`config.mk`:
```
export PLATFORM = sky130hd
export DESIGN_NAME = uart_rx_os
export DESIGN_NICKNAME = d
export VERILOG_FILES = /design/src/rtl/uart_rx_os_pkg.sv /design/src/rtl/uart_rx_os_sync.sv /design/src/rtl/uart_rx_os_timer.sv /design/src/rtl/uart_rx_os_voter.sv /design/src/rtl/uart_rx_os_ctrl.sv /design/src/rtl/uart_rx_os.sv
export SDC_FILE = /design/constraint.sdc
export NUM_CORES = 1
export LEC_CHECK = 0
export ABC_AREA = 1
export CAP_MARGIN = 0
export CORE_ASPECT_RATIO = 1.75
export CORE_UTILIZATION = 50
export DETAILED_ROUTE_END_ITERATION = 6
export GPL_TIMING_DRIVEN = 0
export PLACE_DENSITY_LB_ADDON = 0.15
export SYNTH_ARGS = -nofsm -noshare
export SYNTH_HDL_FRONTEND = slang
export SYNTH_HIERARCHICAL = 1
export SYNTH_SLANG_ARGS = --single-unit
```
`constraint.sdc`:
```
create_clock -name clk -period 4 [get_ports clk]
set_input_delay 1.2 -clock clk [delete_from_list [all_inputs] [get_ports clk]]
set_output_delay 1.2 -clock clk [all_outputs]
set_load 0.01 [all_outputs]
```
`src/rtl/uart_rx_os_pkg.sv`:
```
package uart_rx_os_pkg;

  typedef enum logic [1:0] {
    RX_HUNT  = 2'd0,
    RX_START = 2'd1,
    RX_DATA  = 2'd2,
    RX_STOP  = 2'd3
  } rx_state_e;

  function automatic logic maj3(input logic a, input logic b, input logic c);
    return (a & b) | (a & c) | (b & c);
  endfunction

endpackage

```
`src/rtl/uart_rx_os_sync.sv`:
```
// Synchroniser chain for the serial line plus falling-edge detect.
module uart_rx_os_sync #(
  parameter int STAGES = 2
) (
  input  logic clk,
  input  logic rst_n,
  input  logic din,
  output logic line,
  output logic fall
);
  logic [STAGES-1:0] chain;
  logic              last;

  generate
    if (STAGES == 1) begin : g_one
      always_ff @(posedge clk) begin
        if (!rst_n) chain <= '1;
        else        chain <= din;
      end
    end else begin : g_many
      always_ff @(posedge clk) begin
        if (!rst_n) chain <= '1;
        else        chain <= {chain[STAGES-2:0], din};
      end
    end
  endgenerate

  always_ff @(posedge clk) begin
    if (!rst_n) last <= 1'b1;
    else        last <= chain[STAGES-1];
  end

  assign line = chain[STAGES-1];
  assign fall = last & ~chain[STAGES-1];
endmodule

```
`src/rtl/uart_rx_os_timer.sv`:
```
// Counts oversampling ticks inside a bit and marks the three centre samples.
module uart_rx_os_timer #(
  parameter int OSR = 16
) (
  input  logic clk,
  input  logic rst_n,
  input  logic tick,
  input  logic restart,
  input  logic run,
  input  logic half_rate,
  output logic samp_en,
  output logic vote_en
);
  localparam int CNT_W = $clog2(OSR + 1);
  localparam logic [CNT_W-1:0] FULL_N = CNT_W'(OSR);
  localparam logic [CNT_W-1:0] HALF_N = CNT_W'(OSR / 2);

  logic             half_q;
  logic [CNT_W-1:0] ph;
  logic [CNT_W-1:0] tnum;
  logic [CNT_W-1:0] nticks;
  logic [CNT_W-1:0] mid;
  logic             in_win;
  logic             bit_end;

  always_comb begin
    nticks  = half_q ? HALF_N : FULL_N;
    mid     = nticks >> 1;
    tnum    = ph + CNT_W'(1);
    in_win  = (tnum == mid - CNT_W'(1)) || (tnum == mid) || (tnum == mid + CNT_W'(1));
    bit_end = (tnum == nticks);
  end

  // mode is frozen per frame on the start edge
  always_ff @(posedge clk) begin
    if (!rst_n)       half_q <= 1'b0;
    else if (restart) half_q <= half_rate;
  end

  always_ff @(posedge clk) begin
    if (!rst_n)             ph <= '0;
    else if (restart)       ph <= '0;
    else if (run && tick)   ph <= bit_end ? '0 : tnum;
  end

  assign samp_en = run & tick & in_win;
  assign vote_en = run & tick & (tnum == mid + CNT_W'(1));
endmodule

```
`src/rtl/uart_rx_os_voter.sv`:
```
// Holds the first two centre samples; the third is the live line value.
module uart_rx_os_voter
  import uart_rx_os_pkg::*;
(
  input  logic clk,
  input  logic rst_n,
  input  logic samp_en,
  input  logic line,
  output logic vote
);
  logic [1:0] held;

  always_ff @(posedge clk) begin
    if (!rst_n)       held <= 2'b11;
    else if (samp_en) held <= {held[0], line};
  end

  assign vote = maj3(held[1], held[0], line);
endmodule

```
`src/rtl/uart_rx_os_ctrl.sv`:
```
// Frame sequencer: start check, data shift, stop check and output strobe.
module uart_rx_os_ctrl
  import uart_rx_os_pkg::*;
#(
  parameter int DATA_BITS = 8
) (
  input  logic                 clk,
  input  logic                 rst_n,
  input  logic                 fall,
  input  logic                 vote_en,
  input  logic                 vote,
  output logic                 restart,
  output logic                 run,
  output logic [DATA_BITS-1:0] rx_data,
  output logic                 rx_valid,
  output logic                 rx_frame_err
);
  localparam int BIT_W = (DATA_BITS > 1) ? $clog2(DATA_BITS) : 1;
  localparam logic [BIT_W-1:0] LAST_BIT = BIT_W'(DATA_BITS - 1);

  rx_state_e            st;
  logic [BIT_W-1:0]     bcnt;
  logic [DATA_BITS-1:0] shreg;

  assign restart = (st == RX_HUNT) && fall;
  assign run     = (st != RX_HUNT);

  always_ff @(posedge clk) begin
    if (!rst_n) begin
      st           <= RX_HUNT;
      bcnt         <= '0;
      shreg        <= '0;
      rx_data      <= '0;
      rx_valid     <= 1'b0;
      rx_frame_err <= 1'b0;
    end else begin
      rx_valid     <= 1'b0;
      rx_frame_err <= 1'b0;
      unique case (st)
        RX_HUNT: if (fall) st <= RX_START;
        RX_START: if (vote_en) begin
          bcnt <= '0;
          st   <= vote ? RX_HUNT : RX_DATA;   // high vote: glitch
        end
        RX_DATA: if (vote_en) begin
          shreg <= {vote, shreg[DATA_BITS-1:1]};
          if (bcnt == LAST_BIT) st <= RX_STOP;
          else                  bcnt <= bcnt + BIT_W'(1);
        end
        RX_STOP: if (vote_en) begin
          rx_data      <= shreg;
          rx_valid     <= 1'b1;
          rx_frame_err <= ~vote;
          st           <= RX_HUNT;            // hunt again at stop centre
        end
        default: st <= RX_HUNT;
      endcase
    end
  end
endmodule

```
`src/rtl/uart_rx_os.sv`:
```
module uart_rx_os #(
  parameter int DATA_BITS   = 8,
  parameter int OSR         = 16,
  parameter int SYNC_STAGES = 2
) (
  input  logic                 clk,
  input  logic                 rst_n,
  input  logic                 baud_tick,
  input  logic                 half_rate,
  input  logic                 rxd,
  output logic [DATA_BITS-1:0] rx_data,
  output logic                 rx_valid,
  output logic                 rx_frame_err
);
  logic line, fall, restart, run, samp_en, vote_en, vote;

  uart_rx_os_sync #(.STAGES(SYNC_STAGES)) u_sync (
    .clk(clk), .rst_n(rst_n), .din(rxd), .line(line), .fall(fall)
  );

  uart_rx_os_timer #(.OSR(OSR)) u_timer (
    .clk(clk), .rst_n(rst_n), .tick(baud_tick), .restart(restart), .run(run),
    .half_rate(half_rate), .samp_en(samp_en), .vote_en(vote_en)
  );

  uart_rx_os_voter u_voter (
    .clk(clk), .rst_n(rst_n), .samp_en(samp_en), .line(line), .vote(vote)
  );

  uart_rx_os_ctrl #(.DATA_BITS(DATA_BITS)) u_ctrl (
    .clk(clk), .rst_n(rst_n), .fall(fall), .vote_en(vote_en), .vote(vote),
    .restart(restart), .run(run), .rx_data(rx_data), .rx_valid(rx_valid),
    .rx_frame_err(rx_frame_err)
  );
endmodule

```
# Word-level counts from Yosys, hierarchy flattened
# Cells that the tools add are included.
# Widths: inputs -> output; s select.
# op_classes
n_addsub	4
mul	0
div_mod_pow	0
magnitude_cmp	0
eq_ne	14
shift	0
muxes	14
bitwise_logic	12
n_reduce_logical	14
# op_table
op	n
$eq 5x5->1	3
$mux 2	6
$mux 5	2
$ne 2x1->1 const B	5
$mux 3	3
$pmux 2 s4	1
$and 1x1->1	7
$pmux 3 s2	1
$reduce_and 2->1	3
$add 4x1->5 const B	1
$add 5x1->5 const B	1
$eq 5x4->1	1
$reduce_and 5->1	1
$sub 4x1->5 const B	1
$eq 2x2->1 const B	2
$reduce_and 4->1	1
$reduce_bool 2->1	2
$add 3x1->3 const B	1
$eq 3x3->1 const B	1
$not 1->1	3
$reduce_and 3->1	1
$eq 2x1->1 const B	1
$logic_and 1x1->1	2
$logic_not 2->1	1
5 further kinds	7
# totals
reg_bits	34
latch_bits	0
ram_bits	0
rom_bits	0
output_inout_bits	10
word_cells	69
memories	0

# Logic depth before layout (Yosys ltp)
# logic_depth
ltp_word	6
mapped_depth	15

# Cells and area by module
# The synthesis kept the hierarchy.
# by_module_without_submodules
module	n_inst	cells_per_inst	area_per_inst_um2	seq_area_each_um2
uart_rx_os_ctrl	1	115	948.4	460.4
uart_rx_os_timer	1	69	461.7	120.1
uart_rx_os_sync	1	11	90.1	60.1
uart_rx_os_voter	1	13	85.1	40.0

# Least setup slack after synthesis
# Ideal clock, no wire load.
# synth_path
path_type	in2reg
from	in baud_tick
to	reg u_ctrl.rx_data[0]
setup_time_ps	70
t_arrival_ps	2192
t_required_ps	3930
setup_slack_ps	1739
path_stages	8
n_path_buf	2
cell_sequence	nand2_1 > inv_1 > nand2_1 > nor2_1 > buf_2 > nand3_4 > buf_2 > a21oi_1
# synth_between
elab_chain_cells	3
# synth_rtl
element	line	text
start: declaration	uart_rx_os.sv:8	input logic baud_tick,
$and 1x1->1 (2 in a row)	uart_rx_os_timer.sv:47	assign vote_en = run & tick & (tnum == mid + CNT_W'(1));
net vote_en	uart_rx_os.sv:15	logic line, fall, restart, run, samp_en, vote_en, vote;
$reduce_and 2->1 (no source line)	-	
end signal: assignment	uart_rx_os_ctrl.sv:51	rx_data <= shreg;
end: declaration	uart_rx_os_ctrl.sv:14	output logic [DATA_BITS-1:0] rx_data,
# The timed path passes the listed nets, and every way through them passes these cells.
# A chain may end at the register's enable or synchronous reset.

# Final worst setup path
# layout_path
from	in baud_tick
to	reg u_ctrl.rx_data[5]
# Same word-level chain as after synthesis.

==> results.json <==
{
  "power_frac_comb_pct": 4.9,
  "endpoint_kind": "flip-flop",
  "clk_pin_slew_worst_paths_ns": 0.07,
  "portBuffers": 14,
  "place_area_sq_mm": 0.00178,
  "cts-buffers-inserted": 5,
  "hp-start": "u_sync/chain[0]",
  "num_vias": 1362,
  "num_rows": 26,
  "cp_cell_sequence": "clkdlybuf4s50_1, nand2_1, inv_1, nand2_1, nor2_1, buf_2, nand3_4, buf_2, a21oi_1",
  "synth.avg_cell_area_sq_um": 7.62,
  "setup_tns_ns": 0,
  "cts_tree": "yes",
  "synth_nets": 219,
  "post_drt_wl_per_cell_microns": 10.9,
  "cp_max_fo": 10,
  "rsz0062_at_grt": "false",
  "ios": 15,
  "viasPerCell": 5.01,
  "core_area_sq_mm": 0.00296,
  "power_density_mw_per_mm2": 336,
  "ys_ff_latch": 34,
  "synth_area_leaders": "dfxtp_1 (43%), nand2_1 (10%), a21oi_1 (7.9%)",
  "startpoint_type": "input pin",
  "hold_viol": 0,
  "clock.fmax_ghz": 0.376,
  "rrSetupSlack_ns": 1.87,
  "ys.flop_type": "dfxtp_1",
  "initial_core_util_pct": 53.6,
  "min-delay-path-class": "reg2reg",
  "setup_viol": 0,
  "first_iter_violations": 26,
  "whs_path_depth": 2,
  "ys_seq_area_share_pct": 42.9,
  "power.leakage_nw": 0.760,
  "cp_data_arrival_time_ns": 2.88,
  "ff2ff_path_depth": 10,
  "path_delay_family": "buffers and inverters",
  "slew_headroom_pct": 69.4,
  "async_flop_share_pct": 0,
  "wl_microns": 2970,
  "clockBufferDepth": 2,
  "synth_cells": 208,
  "slew_violations": 0,
  "n_antenna_cell": 0,
  "drive_gt1_share_pct": 10.0,
  "globalRouteOverflowTotal": 0,
  "synth_enable_flop_cells": 0,
  "final_area_sq_mm": 0.00187,
  "clock_latency_ns": 0.28,
  "worst_slew_pin_slew_ns": 0.460,
  "clkPwrFrac_pct": 40.2,
  "skew_ns": 0.00530,
  "crit_buf_inv": 4,
  "slowest_stage": "clkdlybuf4s50_1",
  "die_x_microns": 44.6,
  "yosysMostFrequentCell": "nand2_1",
  "status": "completed",
  "htreeDepth": 2,
  "drcViolationCount": 0,
  "nets": 240,
  "syn_area_sq_mm": 0.00159,
  "area_growth_pct": 17.9,
  "ys.warnings.count": 6,
  "grt_max_degree": 11,
  "ant_nets": 0,
  "post-dp-hpwl_microns": 2300,
  "die_y_microns": 76.5,
  "gr-usage-all-layers_pct": 20.5,
  "path_class": "in2reg",
  "hold_end": "u_sync/chain[1]",
  "root_buffer": "clkbuf_8",
  "place_congestion": 0.774,
  "finalCriticalPeriod_ns": 2.66,
  "synth_top_area_cell": "dfxtp_1",
  "vdd_drop_max_mv": 0.286,
  "drv_cap": 0,
  "antenna_found_initial": 0,
  "p_switching_w": 0.000136,
  "post_cts_resized": 0,
  "synth_top_area_share_pct": 42.9,
  "post-cts-setup-buffer-count": 0,
  "yosys-top-cells-count": "nand2_1 (43), dfxtp_1 (34), inv_1 (27)",
  "yosysUniqueCellTypes": 27,
  "p_seq_share_pct": 54.8,
  "r2r_end": "u_ctrl/rx_data[5]",
  "fin_hold_ws_ns": 0.408,
  "drt_pass1_iterations": 5,
  "swShare_pct": 21.6,
  "hold_buffers": 0,
  "internal_power_w": 0.000492,
  "grt_pass1_wl_microns": 5200,
  "required_ns": 4.22,
  "fp.dieArea_sq_mm": 0.00341,
  "reg2reg_from": "u_timer/ph[1]",
  "grt_pass1_vias": 1252,
  "critPathMaxStageDelay_ns": 0.46,
  "fin_crit_sh_pct": 66.5,
  "cts_num_sinks": 34
}
## cells in the final DEF (no fill, tap or decap), types with 10 or more instances in the layout
cell type / count
inv_1: 27
nor2_1: 10
dfxtp_1: 34
o21ai_0: 12
nand2_1: 43
nand3_1: 22
a21oi_1: 25
clkdlybuf4s50_1: 14
## logic make-up (layout without fill, tap and decap cells)
group,count (synthesis),after routing,synth area share (%)
adder cells (fa/ha/maj),6,6,4.74
AND/OR/NAND/NOR,90,90,27.8
flip-flops,34,34,42.9
buffers and inverters,36,58,10.0
XOR/XNOR,2,2,1.58
AO/OA/AOI/OAI,40,40,12.9
## area by class of cell
| type | count | area, sq um |
|---|---|---|
| inverter | 29 | 111 |
| sequential | 34 | 681 |
| clock inverter | 1 | 5.00 |
| timing repair buffer | 14 | 140 |
| clock buffer | 7 | 86.3 |
| fill | 269 | 1090 |
| multi-input combinational | 138 | 746 |
| buffer | 7 | 47.5 |
| tap | 42 | 52.6 |
## stage by stage
step	total power (W)	util, %	worst slack [ns]	cells
6_report	0.000628	63.1	1.34	272
5_1_grt	0.000665	63.1	1.10	272
3_3_place_gp	0.000382	60.1	1.06	264
2_1_floorplan	0.000373	-	1.74	208
4_1_cts	0.000639	63.1	1.33	272
3_5_place_dp	0.000383	60.1	1.04	264
## power by group through the flow
stage | logic, W | clock network, W | registers, W
final | 0.0000311 | 0.000253 | 0.000344
after CTS | 0.0000311 | 0.000264 | 0.000344
after detailed placement | 0.0000309 | 0 | 0.000352
after global placement | 0.0000301 | 0 | 0.000352
after floorplan | 0.0000215 | 0 | 0.000351
after global routing | 0.0000358 | 0.000285 | 0.000344
## worst reg2reg max path, stage by stage (launching register included)
cell,delay (ns)
dfxtp_1,0.49
ha_1,0.32
xnor2_2,0.17
xor2_1,0.13
nor2_1,0.14
nand2_1,0.06
nor2_1,0.07
buf_2,0.21
nand3_4,0.13
buf_2,0.21
a21oi_1,0.14
## worst max path at each step
stage,startpoint,to,cells after the start
after global placement,baud_tick,u_ctrl/rx_frame_err,9
after floorplan,baud_tick,u_ctrl/rx_data[0],8
after detailed placement,baud_tick,u_ctrl/rx_data[5],9
after CTS,baud_tick,u_ctrl/rx_data[5],9
final,baud_tick,u_ctrl/rx_data[5],9
after global routing,baud_tick,u_ctrl/rx_data[0],9
## per-layer routing
metal,global-route usage [%],vias to the layer above,wire (microns)
met2,37.2,27,1750
met4,11.8,0,83
met1,18.8,611,1040
li1,-,716,-
met3,5.92,8,91
met5,0,-,0
## registers in the layout, summed over array words and instances, names as in the netlist, named ones only
register             cells
u_ctrl/rx_data           8
u_ctrl/shreg             8
u_timer/ph               5
u_ctrl/bcnt              3
u_sync/chain             2
u_voter/held             2
u_ctrl/rx_frame_err      1
u_ctrl/rx_valid          1
u_ctrl/st                1
u_sync/last              1
u_timer/half_q           1
Power figures use the tool's default switching activity.
